**src/rtl/mce_pkg.sv**
```systemverilog
package mce_pkg;
  localparam int XLEN = 32;
  typedef logic [XLEN-1:0] word_t;

  localparam logic [1:0] WSEL_SRR0 = 2'd0;
  localparam logic [1:0] WSEL_SRR1 = 2'd1;
  localparam logic [1:0] WSEL_SYN  = 2'd2;
  localparam logic [1:0] WSEL_CAR  = 2'd3;

  // one-hot mask for a big-endian bit number (0 = MSB)
  function automatic word_t be_bit(input int pos);
    return word_t'(1) << (XLEN - 1 - pos);
  endfunction
endpackage

```
**src/rtl/mce_cause.sv**
```systemverilog
module mce_cause
  import mce_pkg::*;
#(
  parameter int NUM_ASYNC      = 4,
  parameter int SYN_ERR_POS    = 0,
  parameter int SYN_NMI_POS    = 1,
  parameter int SYN_ASYNC_BASE = 8,
  parameter int ME_POS         = 19
) (
  input  logic                 err_req,
  input  logic                 nmi_req,
  input  logic [NUM_ASYNC-1:0] async_req,
  input  word_t                syn_q,
  input  word_t                msr_eff,
  output word_t                syn_set,
  output logic                 take
);
  localparam int ME_IDX = XLEN - 1 - ME_POS;

  word_t amask;
  word_t aset;

  // syndrome positions of the asynchronous sources
  for (genvar i = 0; i < NUM_ASYNC; i++) begin : g_src
    localparam int IDX = XLEN - 1 - (SYN_ASYNC_BASE + i);
    assign amask[IDX] = 1'b1;
    assign aset[IDX]  = async_req[i];
  end
  for (genvar b = 0; b < XLEN; b++) begin : g_pad
    if ((b > XLEN - 1 - SYN_ASYNC_BASE) || (b < XLEN - SYN_ASYNC_BASE - NUM_ASYNC)) begin : g_z
      assign amask[b] = 1'b0;
      assign aset[b]  = 1'b0;
    end
  end

  logic async_pend;
  assign async_pend = |(syn_q & amask);

  always_comb begin
    syn_set = aset;
    if (err_req) syn_set = syn_set | be_bit(SYN_ERR_POS);
    if (nmi_req) syn_set = syn_set | be_bit(SYN_NMI_POS);
  end

  assign take = err_req | nmi_req | (async_pend & msr_eff[ME_IDX]);
endmodule

```
**src/rtl/mce_regs.sv**
```systemverilog
module mce_regs
  import mce_pkg::*;
(
  input  logic       clk,
  input  logic       rst,
  input  logic       take,
  input  word_t      pc,
  input  word_t      msr_eff,
  input  word_t      syn_set,
  input  logic       cap_en,
  input  word_t      cap_addr,
  input  logic       wr_en,
  input  logic [1:0] wr_sel,
  input  word_t      wr_data,
  output word_t      srr0_q,
  output word_t      srr1_q,
  output word_t      syn_q,
  output word_t      car_q
);
  word_t w1c;
  assign w1c = (wr_en && wr_sel == WSEL_SYN) ? wr_data : '0;

  always_ff @(posedge clk) begin
    if (rst) begin
      srr0_q <= '0;
      srr1_q <= '0;
      syn_q  <= '0;
      car_q  <= '0;
    end else begin
      if (take) begin
        srr0_q <= pc;
        srr1_q <= msr_eff;
      end else if (wr_en && wr_sel == WSEL_SRR0) begin
        srr0_q <= wr_data;
      end else if (wr_en && wr_sel == WSEL_SRR1) begin
        srr1_q <= wr_data;
      end
      syn_q <= (syn_q & ~w1c) | syn_set;
      if (cap_en)                               car_q <= cap_addr;
      else if (wr_en && wr_sel == WSEL_CAR)     car_q <= wr_data;
    end
  end
endmodule

```
**src/rtl/mce_unit.sv**
```systemverilog
module mce_unit
  import mce_pkg::*;
#(
  parameter int NUM_ASYNC      = 4,
  parameter int SYN_ERR_POS    = 0,
  parameter int SYN_NMI_POS    = 1,
  parameter int SYN_ASYNC_BASE = 8,
  parameter bit CLEAR_DE       = 1'b1,
  parameter int UCLE_POS = 5,  parameter int SPE_POS = 6,  parameter int WE_POS  = 13,
  parameter int CE_POS   = 14, parameter int EE_POS  = 16, parameter int PR_POS  = 17,
  parameter int FP_POS   = 18, parameter int ME_POS  = 19, parameter int FE0_POS = 20,
  parameter int DE_POS   = 22, parameter int FE1_POS = 23, parameter int IS_POS  = 26,
  parameter int DS_POS   = 27, parameter int PMM_POS = 29, parameter int RI_POS  = 30,
  parameter int VEC_HI_BITS = 16,
  parameter int VEC_LO_BITS = 12
) (
  input  logic                 clk,
  input  logic                 rst,
  input  logic                 err_req_i,
  input  logic                 err_addr_vld_i,
  input  logic [31:0]          err_addr_i,
  input  logic                 nmi_req_i,
  input  logic [NUM_ASYNC-1:0] async_req_i,
  input  logic [31:0]          msr_i,
  input  logic [31:0]          pc_i,
  input  logic [31:0]          ivpr_i,
  input  logic [31:0]          ivor_i,
  input  logic                 rfmci_i,
  input  logic                 wr_en_i,
  input  logic [1:0]           wr_sel_i,
  input  logic [31:0]          wr_data_i,
  output logic                 take_o,
  output logic                 ret_o,
  output logic [31:0]          tgt_o,
  output logic [31:0]          msr_o,
  output logic [31:0]          srr0_o,
  output logic [31:0]          srr1_o,
  output logic [31:0]          syn_o,
  output logic [31:0]          car_o
);
  localparam int OFF_BITS = XLEN - VEC_HI_BITS - VEC_LO_BITS;
  localparam word_t BASE_CLR =
      be_bit(UCLE_POS) | be_bit(SPE_POS) | be_bit(WE_POS)  | be_bit(CE_POS)  |
      be_bit(EE_POS)   | be_bit(PR_POS)  | be_bit(FP_POS)  | be_bit(ME_POS)  |
      be_bit(FE0_POS)  | be_bit(FE1_POS) | be_bit(IS_POS)  | be_bit(DS_POS)  |
      be_bit(PMM_POS)  | be_bit(RI_POS);
  localparam word_t CLR_MASK = CLEAR_DE ? (BASE_CLR | be_bit(DE_POS)) : BASE_CLR;

  word_t msr_eff, syn_set, vec;
  logic  take, ret_go;

  // forward the word just produced until the pipeline has picked it up
  assign msr_eff = (take_o || ret_o) ? msr_o : msr_i;
  assign ret_go  = rfmci_i & ~take;
  assign vec     = {ivpr_i[XLEN-1 -: VEC_HI_BITS],
                    ivor_i[XLEN-1-VEC_HI_BITS -: VEC_LO_BITS],
                    {OFF_BITS{1'b0}}};

  mce_cause #(
    .NUM_ASYNC(NUM_ASYNC), .SYN_ERR_POS(SYN_ERR_POS), .SYN_NMI_POS(SYN_NMI_POS),
    .SYN_ASYNC_BASE(SYN_ASYNC_BASE), .ME_POS(ME_POS)
  ) cause_i (
    .err_req(err_req_i), .nmi_req(nmi_req_i), .async_req(async_req_i),
    .syn_q(syn_o), .msr_eff(msr_eff), .syn_set(syn_set), .take(take)
  );

  mce_regs regs_i (
    .clk(clk), .rst(rst), .take(take), .pc(pc_i), .msr_eff(msr_eff),
    .syn_set(syn_set), .cap_en(err_req_i & err_addr_vld_i), .cap_addr(err_addr_i),
    .wr_en(wr_en_i), .wr_sel(wr_sel_i), .wr_data(wr_data_i),
    .srr0_q(srr0_o), .srr1_q(srr1_o), .syn_q(syn_o), .car_q(car_o)
  );

  always_ff @(posedge clk) begin
    if (rst) begin
      take_o <= 1'b0;
      ret_o  <= 1'b0;
      tgt_o  <= '0;
      msr_o  <= '0;
    end else begin
      take_o <= take;
      ret_o  <= ret_go;
      if (take) begin
        tgt_o <= vec;
        msr_o <= msr_eff & ~CLR_MASK;
      end else if (ret_go) begin
        tgt_o <= srr0_o;
        msr_o <= srr1_o;
      end
    end
  end
endmodule

```
**config.mk**
```make
export PLATFORM = sky130hd
export DESIGN_NAME = mce_unit
export DESIGN_NICKNAME = d
export VERILOG_FILES = /design/src/rtl/mce_pkg.sv /design/src/rtl/mce_cause.sv /design/src/rtl/mce_regs.sv /design/src/rtl/mce_unit.sv
export SDC_FILE = /design/constraint.sdc
export NUM_CORES = 1
export LEC_CHECK = 0
export CAP_MARGIN = 5
export CORE_MARGIN = 5
export CORE_UTILIZATION = 45
export DETAILED_ROUTE_END_ITERATION = 12
export PLACE_DENSITY_LB_ADDON = 0.15
export RECOVER_POWER = 25
export REMOVE_ABC_BUFFERS = 1
export SYNTH_ARGS = -nofsm -noshare
export SYNTH_HDL_FRONTEND = slang
export SYNTH_HIERARCHICAL = 1
export SYNTH_SLANG_ARGS = --single-unit
```
**constraint.sdc**
```tcl
create_clock -name clk -period 3.4 [get_ports clk]
set_input_delay 0.34 -clock clk [delete_from_list [all_inputs] [get_ports clk]]
set_output_delay 0.34 -clock clk [all_outputs]
set_load 0.02 [all_outputs]
```
==> metrics.yaml <==
run_status: "complete, no violations"
finalNonFillerCells: 1601
grt_pass1_vias: 8429
syn2layout_area_growth_pct: 41.7
dieWidth_um: 156
grtUsageTotal: 0.246
port_buffers: 362
relSlewSlack: 0.0567
finalPower_uw: 6030
gr-total-overflow: 0
fin_crit_ps: 2690
power_density_mw_per_mm2: 441
die_area_mm2: 0.0245
drt-total-wl_mm: 31.1
totalNegativeSetupSlack_ps: 0
tightest_slew_ps: 1410
hold_slack_ps: 347
cp-start-kind: "input pin"
grt_antenna_before_repair: 0
synth_fa_ha_area_frac: 0
die_h_um: 156
clkSinkCount: 194
synth_compound_area_frac: 0.246
clkTransAtPathRegs_ps: 70
yosys.area_share.simple: 0.0860
dpl_cell_area_mm2: 0.0131
synth-edff-count: 0
vias: 8327
postSynthCellCount: 1001
setup_viol: 0
slew_violations: 0
critPathLaunch: "wr_sel_i[1]"
synthArstFlopShare: 0
fmax_mhz: 372
synth_top_family_by_area: "compound AO/OA/AOI/OAI gates"
critPathMaxFanout: 25
syn_avg_cell_area_um2: 9.64
ctsLongestPathBuffers: 2
viasPerCell: 5.20
muxShareOfSynthArea: 0.145
maxCapViolCount: 0
cts_setup_buffers: 0
dr.pass1.iters: 4
fillerInstances: 1797
dpl.cell_count: 1569
synth_seq_area_share: 0.403
synth_xor_xnor_area_share: 0
irDropWorstVdd_v: 0.000311
grt_pass1_wl_mm: 47.2
reg2reg_to: "tgt_o[24]$_SDFFE_PP0P_"
ys.flop_type: "dfxtp_1"
grt_max_degree: 65
hold_viol_final: 0
drive_gt1_frac: 0.161
synth_seq_cells: 194
rows: 53
whs_path_depth: 2
cts_root_buf: "clkbuf_16"
cp.arrival_ps: 3030
diodes: 0
ant_nets: 0
rrSetupSlack_ps: 1090
grt_setup_unrepaired: "no"
coreArea_mm2: 0.0211
tritoncts: "done"
reg2reg_depth: 8
worstPathRequired_ps: 3740
drc_errors: 0
insertion_delay_ps: 430
postCtsHoldBufs: 0
dr.first_iter.drc_count: 297
fin_skew_ps: 14.0
htreeDepth: 4
ctsResizeCount: 0
critPathKind: "in -> reg"
final_area_mm2: 0.0137
ys_warn_count: 6
yosysUniqueCellTypes: 34
finalNetCount: 1518
dp_hpwl_mm: 22.2
initial_core_util: 0.457
hold_path.class: "in -> reg"
cp-endpoint: "regs_i/srr1_q[16]$_SDFFE_PP0P_"
routedWlPerCell_um: 19.4
netlist_area_mm2: 0.00965
timing.rr.start: "ret_o$_SDFF_PP0_"
final.period_utilization: 0.791
end_kind: "flip-flop"
leakagePower_uw: 0.00547
cts_inserted_buffers: 17
routabilityCongestion: 0.831
ios: 399
registers in the layout (all words and copies together), names as in the netlist:
name,count
take_o,1
msr_o,32
regs_i/srr1_q,32
ret_o,1
regs_i/car_q,32
tgt_o,32
regs_i/syn_q,32
regs_i/srr0_q,32
cell type report:
class                           instances  area (um^2)  area share
Multi-Input combinational cell        620         4710       0.344
Sequential cell                       194         3880       0.284
Clock inverter                         12          123     0.00897
Clock buffer                           20          447      0.0327
Tap cell                              275          344      0.0252
Inverter                               98          368      0.0269
Timing Repair Buffer                  382         3800       0.278
cells in the mapped netlist, types with 5 or more instances:
| library cell | instances | share of area |
|---|---|---|
| a21oi_1 | 73 | 0.038 |
| inv_1 | 97 | 0.038 |
| nor2_1 | 93 | 0.036 |
| nand2_1 | 110 | 0.043 |
| mux2i_1 | 74 | 0.077 |
| buf_4 | 38 | 0.030 |
| a211oi_2 | 20 | 0.026 |
| dfxtp_1 | 194 | 0.40 |
| clkbuf_1 | 28 | 0.011 |
| o21a_1 | 17 | 0.013 |
| buf_2 | 25 | 0.013 |
| mux2_1 | 5 | 0.0058 |
| buf_6 | 10 | 0.012 |
| a21oi_2 | 30 | 0.027 |
| buf_12 | 6 | 0.012 |
| a221oi_2 | 60 | 0.093 |
| a311oi_1 | 32 | 0.029 |
| a211oi_1 | 18 | 0.014 |
| mux2_4 | 14 | 0.022 |
| mux2_2 | 35 | 0.041 |
worst min path at each step:
| stage | slack, ps | start | to |
|---|---|---|---|
| global placement | 470 | regs_i/srr0_q[22]$_SDFFE_PP0P_ | regs_i/srr0_q[22]$_SDFFE_PP0P_ |
| CTS | 340 | rst | tgt_o[6]$_SDFFE_PP0P_ |
| detailed placement | 480 | regs_i/srr0_q[4]$_SDFFE_PP0P_ | regs_i/srr0_q[4]$_SDFFE_PP0P_ |
| floorplan | 400 | rst | regs_i/car_q[10]$_SDFFE_PP0P_ |
| global route | 370 | rst | tgt_o[6]$_SDFFE_PP0P_ |
| finish | 350 | rst | tgt_o[6]$_SDFFE_PP0P_ |
kinds of logic after synthesis:
family / count (synthesis)
and+or+nand+nor: 210
buffers and inverters: 212
muxes: 128
AOI/OAI and AO/OA: 256
DFF: 194
other: 1
layer usage:
| layer | vias to the layer above | share of wire | track usage |
|---|---|---|---|
| met5 | - | 0 | 0 |
| met4 | 0 | 0.031 | 0.0888 |
| met3 | 53 | 0.079 | 0.0755 |
| met2 | 270 | 0.49 | 0.433 |
| met1 | 3933 | 0.40 | 0.282 |
| li1 | 4071 | - | - |
metrics by stage:
stage	util	setup WS (ps)
2_1_floorplan	-	-3760
3_3_place_gp	0.623	889
3_5_place_dp	0.623	845
4_1_cts	0.650	1060
5_1_grt	0.648	554
6_report	0.648	710
where the power goes:
group / switching (uW) / internal (uW)
Combinational: 773 / 723
Clock: 931 / 1050
Sequential: 107 / 2440
cells in the final DEF, fill, tap and decap left out, types with 4 or more instances in the layout:
cell / instances
clkdlybuf4s50_1: 298
dfxtp_1: 194
nand2_1: 109
inv_1: 97
nor2_1: 93
mux2i_1: 74
a21oi_1: 73
dlygate4sd3_1: 62
a221oi_2: 58
mux2_2: 35
a311oi_1: 32
a21oi_2: 30
conb_1: 26
a211oi_2: 20
a211oi_1: 18
o21a_1: 17
clkbuf_16: 17
buf_4: 15
mux2_4: 14
a221oi_1: 6
mux2_1: 5
clkbuf_1: 5
clkinvlp_4: 4
worst max-delay path, cell delays in order:
cell,delay (ps)
dlygate4sd3_1,680
nand3b_1,440
clkbuf_1,1080
nand2_1,190
a221oi_2,270
(Power assumes the default switching activity.)
